### src/rtl/vmTlbPkg.sv
package vmTlbPkg;
  localparam int VA_W    = 39;
  localparam int OFF_W   = 12;
  localparam int VPN_W   = 9;
  localparam int VPN_TOT = VA_W - OFF_W;

  typedef enum logic [1:0] {
    PG_4K  = 2'd0,
    PG_2M  = 2'd1,
    PG_1G  = 2'd2,
    PG_1GX = 2'd3
  } pageSizeE;

  typedef enum logic [1:0] {
    ACC_LOAD   = 2'd0,
    ACC_STORE  = 2'd1,
    ACC_FETCH  = 2'd2,
    ACC_FETCHX = 2'd3
  } accessE;

  typedef struct packed {
    logic g;
    logic x;
    logic w;
    logic r;
    logic v;
  } pteFlagsT;

  typedef struct packed {
    logic fillWe;
    logic flushWe;
  } ctrlStrobeT;
endpackage

### src/rtl/vmTlbCtrl.sv
module vmTlbCtrl
  import vmTlbPkg::*;
#(
  parameter int ENTRIES = 8,
  localparam int IDX_W = $clog2(ENTRIES)
) (
  input  logic               clk,
  input  logic               rstN,
  input  logic               fillValid,
  input  logic               flushValid,
  input  logic [ENTRIES-1:0] usedVec,
  output ctrlStrobeT         strobe,
  output logic [IDX_W-1:0]   fillIdx
);
  localparam logic [IDX_W-1:0] LAST = IDX_W'(ENTRIES - 1);

  logic [IDX_W-1:0] rrQ;
  logic [IDX_W-1:0] freeIdx;
  logic             anyFree;

  always_comb begin
    freeIdx = '0;
    anyFree = 1'b0;
    for (int i = ENTRIES - 1; i >= 0; i--) begin
      if (!usedVec[i]) begin
        freeIdx = IDX_W'(i);
        anyFree = 1'b1;
      end
    end
  end

  assign strobe.flushWe = flushValid;
  assign strobe.fillWe  = fillValid && !flushValid;
  assign fillIdx        = anyFree ? freeIdx : rrQ;

  always_ff @(posedge clk) begin
    if (!rstN) begin
      rrQ <= '0;
    end else if (strobe.fillWe && !anyFree) begin
      rrQ <= (rrQ == LAST) ? '0 : rrQ + 1'b1;
    end
  end

  AST_VICTIM_FREE: assert property (@(posedge clk) disable iff (!rstN)
    (strobe.fillWe && !(&usedVec)) |-> !usedVec[fillIdx]);
  AST_RR_STEP: assert property (@(posedge clk) disable iff (!rstN)
    (strobe.fillWe && (&usedVec)) |=>
      (rrQ == (($past(rrQ) == LAST) ? '0 : $past(rrQ) + 1'b1)));
endmodule

### src/rtl/vmTlbDatapath.sv
module vmTlbDatapath
  import vmTlbPkg::*;
#(
  parameter int ENTRIES = 8,
  parameter int ASID_W  = 16,
  parameter int PPN_W   = 44,
  localparam int IDX_W  = $clog2(ENTRIES),
  localparam int PA_W   = PPN_W + OFF_W
) (
  input  logic               clk,
  input  logic               rstN,
  input  ctrlStrobeT         strobe,
  input  logic [IDX_W-1:0]   fillIdx,
  input  logic [VPN_TOT-1:0] fillVpn,
  input  logic [ASID_W-1:0]  fillAsid,
  input  logic [PPN_W-1:0]   fillPpn,
  input  pageSizeE           fillSize,
  input  pteFlagsT           fillFlags,
  input  logic               flushUseAddr,
  input  logic [VPN_TOT-1:0] flushVpn,
  input  logic               flushUseAsid,
  input  logic [ASID_W-1:0]  flushAsid,
  input  logic               lkValid,
  input  logic [VA_W-1:0]    lkVaddr,
  input  logic [ASID_W-1:0]  lkAsid,
  input  accessE             lkAccess,
  output logic [ENTRIES-1:0] usedVec,
  output logic               lkHit,
  output logic               lkMiss,
  output logic               lkFault,
  output logic [PA_W-1:0]    lkPaddr
);
  localparam int LO_W  = OFF_W + VPN_W;
  localparam int MID_W = OFF_W + 2 * VPN_W;

  logic [ENTRIES-1:0] usedQ;
  logic [VPN_TOT-1:0] vpnQ   [ENTRIES];
  logic [ASID_W-1:0]  asidQ  [ENTRIES];
  logic [PPN_W-1:0]   ppnQ   [ENTRIES];
  pageSizeE           sizeQ  [ENTRIES];
  pteFlagsT           flagsQ [ENTRIES];

  logic [ENTRIES-1:0] lkMatch;
  logic [ENTRIES-1:0] flushHit;
  logic [IDX_W-1:0]   selIdx;
  logic               anyMatch;
  logic               allowed;
  pteFlagsT           selFlags;
  logic [PPN_W-1:0]   selPpn;
  logic [PA_W-1:0]    pagePa;
  logic [VPN_TOT-1:0] lkVpn;

  assign lkVpn   = lkVaddr[VA_W-1:OFF_W];
  assign usedVec = usedQ;

  function automatic logic pageMatch(input logic [VPN_TOT-1:0] a,
                                     input logic [VPN_TOT-1:0] b,
                                     input pageSizeE sz);
    logic top, mid, low;
    top = a[3*VPN_W-1:2*VPN_W] == b[3*VPN_W-1:2*VPN_W];
    mid = a[2*VPN_W-1:VPN_W] == b[2*VPN_W-1:VPN_W];
    low = a[VPN_W-1:0] == b[VPN_W-1:0];
    case (sz)
      PG_4K:   return top && mid && low;
      PG_2M:   return top && mid;
      default: return top;
    endcase
  endfunction

  for (genvar i = 0; i < ENTRIES; i++) begin : gEntry
    assign lkMatch[i] = usedQ[i] && pageMatch(vpnQ[i], lkVpn, sizeQ[i]) &&
                        (flagsQ[i].g || asidQ[i] == lkAsid);
    assign flushHit[i] = usedQ[i] &&
                         (!flushUseAddr || pageMatch(vpnQ[i], flushVpn, sizeQ[i])) &&
                         (!flushUseAsid || (!flagsQ[i].g && asidQ[i] == flushAsid));
  end

  always_ff @(posedge clk) begin
    if (!rstN) begin
      usedQ <= '0;
    end else if (strobe.flushWe) begin
      usedQ <= usedQ & ~flushHit;
    end else if (strobe.fillWe) begin
      usedQ[fillIdx] <= 1'b1;
    end
  end

  always_ff @(posedge clk) begin
    if (strobe.fillWe) begin
      vpnQ[fillIdx]   <= fillVpn;
      asidQ[fillIdx]  <= fillAsid;
      ppnQ[fillIdx]   <= fillPpn;
      sizeQ[fillIdx]  <= fillSize;
      flagsQ[fillIdx] <= fillFlags;
    end
  end

  always_comb begin
    selIdx = '0;
    for (int i = ENTRIES - 1; i >= 0; i--) begin
      if (lkMatch[i]) selIdx = IDX_W'(i);
    end
  end
  assign anyMatch = |lkMatch;

  always_comb begin
    selFlags = flagsQ[selIdx];
    selPpn   = ppnQ[selIdx];
    case (lkAccess)
      ACC_LOAD:  allowed = selFlags.r;
      ACC_STORE: allowed = selFlags.w;
      default:   allowed = selFlags.x;
    endcase
    allowed = allowed && selFlags.v;
    case (sizeQ[selIdx])
      PG_4K:   pagePa = {selPpn, lkVaddr[OFF_W-1:0]};
      PG_2M:   pagePa = {selPpn[PPN_W-1:VPN_W], lkVaddr[LO_W-1:0]};
      default: pagePa = {selPpn[PPN_W-1:2*VPN_W], lkVaddr[MID_W-1:0]};
    endcase
  end

  assign lkHit   = lkValid && anyMatch && allowed;
  assign lkFault = lkValid && anyMatch && !allowed;
  assign lkMiss  = lkValid && !anyMatch;
  assign lkPaddr = lkHit ? pagePa : '0;

  AST_FILL_LANDS: assert property (@(posedge clk) disable iff (!rstN)
    strobe.fillWe |=> usedQ[$past(fillIdx)]);
  AST_FLUSH_CLEARS: assert property (@(posedge clk) disable iff (!rstN)
    strobe.flushWe |=> ((usedQ & $past(flushHit)) == '0));
endmodule

### src/rtl/vmTlb.sv
module vmTlb
  import vmTlbPkg::*;
#(
  parameter int ENTRIES = 8,
  parameter int ASID_W  = 16,
  parameter int PPN_W   = 44,
  localparam int PA_W   = PPN_W + OFF_W
) (
  input  logic               clk,
  input  logic               rstN,
  input  logic               lkValid,
  input  logic [VA_W-1:0]    lkVaddr,
  input  logic [ASID_W-1:0]  lkAsid,
  input  logic [1:0]         lkAccess,
  output logic               lkHit,
  output logic               lkMiss,
  output logic               lkFault,
  output logic [PA_W-1:0]    lkPaddr,
  input  logic               fillValid,
  input  logic [VPN_TOT-1:0] fillVpn,
  input  logic [ASID_W-1:0]  fillAsid,
  input  logic [PPN_W-1:0]   fillPpn,
  input  logic [1:0]         fillSize,
  input  logic [4:0]         fillFlags,
  input  logic               flushValid,
  input  logic               flushUseAddr,
  input  logic [VPN_TOT-1:0] flushVpn,
  input  logic               flushUseAsid,
  input  logic [ASID_W-1:0]  flushAsid
);
  localparam int IDX_W = $clog2(ENTRIES);

  ctrlStrobeT         strobe;
  logic [IDX_W-1:0]   fillIdx;
  logic [ENTRIES-1:0] usedVec;

  vmTlbCtrl #(.ENTRIES(ENTRIES)) ctrl (
    .clk       (clk),
    .rstN      (rstN),
    .fillValid (fillValid),
    .flushValid(flushValid),
    .usedVec   (usedVec),
    .strobe    (strobe),
    .fillIdx   (fillIdx)
  );

  vmTlbDatapath #(.ENTRIES(ENTRIES), .ASID_W(ASID_W), .PPN_W(PPN_W)) dp (
    .clk         (clk),
    .rstN        (rstN),
    .strobe      (strobe),
    .fillIdx     (fillIdx),
    .fillVpn     (fillVpn),
    .fillAsid    (fillAsid),
    .fillPpn     (fillPpn),
    .fillSize    (pageSizeE'(fillSize)),
    .fillFlags   (pteFlagsT'(fillFlags)),
    .flushUseAddr(flushUseAddr),
    .flushVpn    (flushVpn),
    .flushUseAsid(flushUseAsid),
    .flushAsid   (flushAsid),
    .lkValid     (lkValid),
    .lkVaddr     (lkVaddr),
    .lkAsid      (lkAsid),
    .lkAccess    (accessE'(lkAccess)),
    .usedVec     (usedVec),
    .lkHit       (lkHit),
    .lkMiss      (lkMiss),
    .lkFault     (lkFault),
    .lkPaddr     (lkPaddr)
  );

  AST_ONE_RESULT: assert property (@(posedge clk) disable iff (!rstN)
    lkValid |-> ($countones({lkHit, lkMiss, lkFault}) == 1));
  AST_IDLE_QUIET: assert property (@(posedge clk) disable iff (!rstN)
    !lkValid |-> (!lkHit && !lkMiss && !lkFault && lkPaddr == '0));
  AST_FLUSH_ALL: assert property (@(posedge clk) disable iff (!rstN)
    (flushValid && !flushUseAddr && !flushUseAsid) |=> (usedVec == '0));
  AST_FILL_DROPPED: assert property (@(posedge clk) disable iff (!rstN)
    (fillValid && flushValid) |=>
      ($countones(usedVec) <= $countones($past(usedVec))));
endmodule

### config.mk
export PLATFORM = sky130hd
export DESIGN_NAME = vmTlb
export DESIGN_NICKNAME = d
export VERILOG_FILES = /design/src/rtl/vmTlbPkg.sv /design/src/rtl/vmTlbCtrl.sv /design/src/rtl/vmTlbDatapath.sv /design/src/rtl/vmTlb.sv
export SDC_FILE = /design/constraint.sdc
export NUM_CORES = 1
export LEC_CHECK = 0
export ABC_CLOCK_PERIOD_IN_PS = 20100
export BUFFER_PORTS_ARGS = -buffer_cell sky130_fd_sc_hd__buf_4
export CORE_ASPECT_RATIO = 1.75
export CORE_UTILIZATION = 40
export CTS_CLUSTER_DIAMETER = 200
export CTS_CLUSTER_SIZE = 30
export DETAILED_ROUTE_END_ITERATION = 16
export GPL_ROUTABILITY_DRIVEN = 0
export MAX_ROUTING_LAYER = met4
export SLEW_MARGIN = 20
export SYNTH_ARGS = -nofsm -noshare
export SYNTH_HDL_FRONTEND = slang
export SYNTH_SLANG_ARGS = --single-unit
export TNS_END_PERCENT = 100
### constraint.sdc
create_clock -name clk -period 20.1 [get_ports clk]
set_input_delay 3.015 -clock clk [delete_from_list [all_inputs] [get_ports clk]]
set_output_delay 3.015 -clock clk [all_outputs]
set_load 0.01 [all_outputs]
==> results.yml <==
run_status:
  status: "finished clean"
timing:
  max_freq_mhz: 83.49
  setup_viol: 0
  hold_viol: 0
  tns_ns: 0
  slew_headroom_pct: 26.31
  fin_crit_ns: 11.98
  min_period_over_period_pct: 59.59
  rsz0062_at_grt: "false"
  skew_ns: 0.04220
  drv_slew: 0
  whs_ns: 0.5725
  tightest_slew_ns: 1.095
critical_path:
  worstSetupPathType: "primary input to output pin"
  cp.arrival_ns: 8.96
  startpoint_type: "primary input"
  worst_ep_required_time_ns: 17.09
  cp_max_fo: 70
  r2r_cells: 7
  end_kind: "output pin"
die:
  core.rowCount: 146
  dieArea_sq_mm: 0.09226
  die_x_um: 230.0
  core_area_sq_mm: 0.09024
  start_util_pct: 40.34
  die_h_um: 401.1
  ios: 260
logic_synthesis:
  synthSimpleGateAreaFrac_pct: 7.692
  yosysUniqueCellTypes: 73
  syn-num-nets: 2759
  postSynthCellCount: 2556
  synth-main-ff-cell: "edfxtp_1"
  syn_area_per_cell_sq_um: 14.24
  synth.area.mux_share_pct: 5.187
  synth_top_area_share_pct: 62.03
  synth_area_leaders: "edfxtp_1 (62%), xor2_1 (11%), xnor2_1 (5.6%), mux2i_1 (4.5%), nor4_1 (1.9%)"
  yosys_warnings: 0
  yosysTopAreaCell: "edfxtp_1"
  synth-seq-cells: 763
  mappedNetlistArea_sq_mm: 0.03640
  synth_top_family_by_area: "XOR/XNOR gates"
  synth_edf_count: 752
  ys_seq_area_share_pct: 62.64
  synth_xor_area_share_pct: 16.55
  async_flop_share_pct: 0
  synth_fa_ha_area_share_pct: 0.06874
  synth_compound_area_share_pct: 5.396
global_route:
  grt_pass1_vias: 22609
  grt_overflow: 0
  grt_use_total_pct: 24.36
  grt_pass1_wl_um: 158700
  grt_max_degree: 82
  antenna_found_initial: 15
clocking:
  path_clk_slew_ns: 0.12
  clockBufferDepth: 3
  htreeDepth: 1
  holdBufCountCts: 0
  cts_tree: "yes"
  cts_inserted_buffers: 29
  clock_sinks: 763
  root_buffer: "clkbuf_16"
  clk_latency_ns: 0.68
  post_cts_buffers: 0
  post_cts_resized: 0
layout:
  fin_nets: 2914
  multi_input_area_sq_mm: 0.01281
  syn2layout_area_growth_pct: 10.42
  layout_common_cells: "edfxtp_1 (752), xor2_1 (456), buf_4 (282)"
  nFillCells: 8127
  layout.cells.non_filler: 3932
  final_common_cell: "edfxtp_1"
  drive_gt1_share_pct: 14.19
  seq_area_sq_mm: 0.02280
power:
  power.leakage_nw: 13.91
  p_per_area_mw_per_mm2: 68.32
  ir_drop_mv: 0.08024
placement:
  placed_cells: 3863
  dp_hpwl_um: 78700
  portBuffers: 259
hold_path:
  hold_depth: 2
  hold_path_class: "flop to flop"
detailed_routing:
  drt_drc_violations_left: 0
  dr.pass1.iters: 8
  drt-total-wl_um: 111100
  vias: 22111
  ant_nets: 0
  wl_per_cell_um: 28.24
  via_per_inst: 5.623
  drtIter0Drc: 1807
run:
  maxCapViolCount: 0
==> logic make-up after synthesis <==
| group | count (synthesis) |
|---|---|
| adder cells (fa/ha/maj) | 2 |
| multiplexers | 186 |
| AO/OA/AOI/OAI | 267 |
| AND/OR/NAND/NOR | 474 |
| flip-flops | 763 |
| buffers and inverters | 176 |
| XOR/XNOR | 688 |
==> per-layer routing <==
layer  track usage [%]  up-vias  wire length [um]
met5                 -        -                 0
li1                  -     9876                 -
met3             3.388      215              6281
met4             12.37        0              6631
met2             43.15      876             58100
met1             26.37    11144             40040
==> through the flow <==
step / power [mW] / setup WS, ns / util [%] / instance area (sq um)
after floorplan: 1.918 / 9.416 / - / 36400
after global placement: 2.013 / 8.222 / 43.51 / 39260
after detailed placement: 2.016 / 8.163 / 43.53 / 39280
after CTS: 2.767 / 8.151 / 44.47 / 40130
after global routing: 2.821 / 7.622 / 44.54 / 40200
final: 2.746 / 8.122 / 44.54 / 40200
==> worst max-delay path, stage by stage <==
cell and delay [ns]:
buf_4 0.16, xor2_1 0.17, nor4_1 0.72, a41oi_1 0.35, nor4_2 0.77, o22a_4 0.93
buf_4 0.82, buf_4 0.76, mux2_2 0.42, nor2_1 0.09, a211oi_1 0.06, a2111oi_2 0.43
buf_4 0.20
==> synthesized netlist by cell type, types with 4 or more instances <==
master and instances:
a21oi_1 68, xor2_1 456, o41ai_1 8, nor2b_1 57
a311o_1 4, dfxtp_1 11, buf_4 23, nand4_1 74
buf_2 48, nor3_2 19, nor4_1 112, nor2_1 38
a31oi_1 19, a311oi_1 4, nor3_1 62, o2111ai_1 10
mux2i_1 165, o21ai_0 14, and4_1 6, clkbuf_1 62
mux2_2 20, nand2_1 47, edfxtp_1 752, xnor2_1 232
or4_1 4, buf_1 16, a2111oi_2 9, nand3_1 13
or3_1 7, a41oi_1 8, buf_6 9, nor3b_1 13
a41o_1 8, inv_1 16, a211oi_1 90
==> sequential cells by signal, summed over array words and instances, names as in the netlist <==
| name | cells |
|---|---|
| dp.ppnQ | 352 |
| dp.vpnQ | 216 |
| dp.asidQ | 128 |
| dp.flagsQ | 40 |
| dp.sizeQ | 16 |
| dp.usedVec | 8 |
| ctrl.rrQ | 3 |
==> power breakdown <==
part           switching (mW)  total [mW]  internal, mW
combinational           0.138       0.215        0.0770
clock                   0.482       0.765         0.283
sequential            0.00745        1.77          1.76
total                   0.627        2.75          2.12
==> cell type report <==
cell class | instances | area share (%)
Tap cell | 1184 | 3.685
Timing Repair Buffer | 284 | 5.363
Multi-Input combinational cell | 1617 | 31.87
Clock buffer | 52 | 2.020
Antenna cell | 14 | 0.08715
Sequential cell | 763 | 56.72
Clock inverter | 2 | 0.09960
Inverter | 16 | 0.1494
==> path summary, 6_finish.rpt <==
path	from	endpoint	slack [ns]
worst min-delay path	ctrl.rrQ[2]	ctrl.rrQ[2]	0.57
worst max-delay path	lkVaddr[28]	lkPaddr[28]	8.12
worst max register to register	dp.usedVec[7]	dp.ppnQ[1][37]	16.21
worst min register to register	ctrl.rrQ[2]	ctrl.rrQ[2]	0.57
No activity file was read; power rests on OpenSTA's default activity.
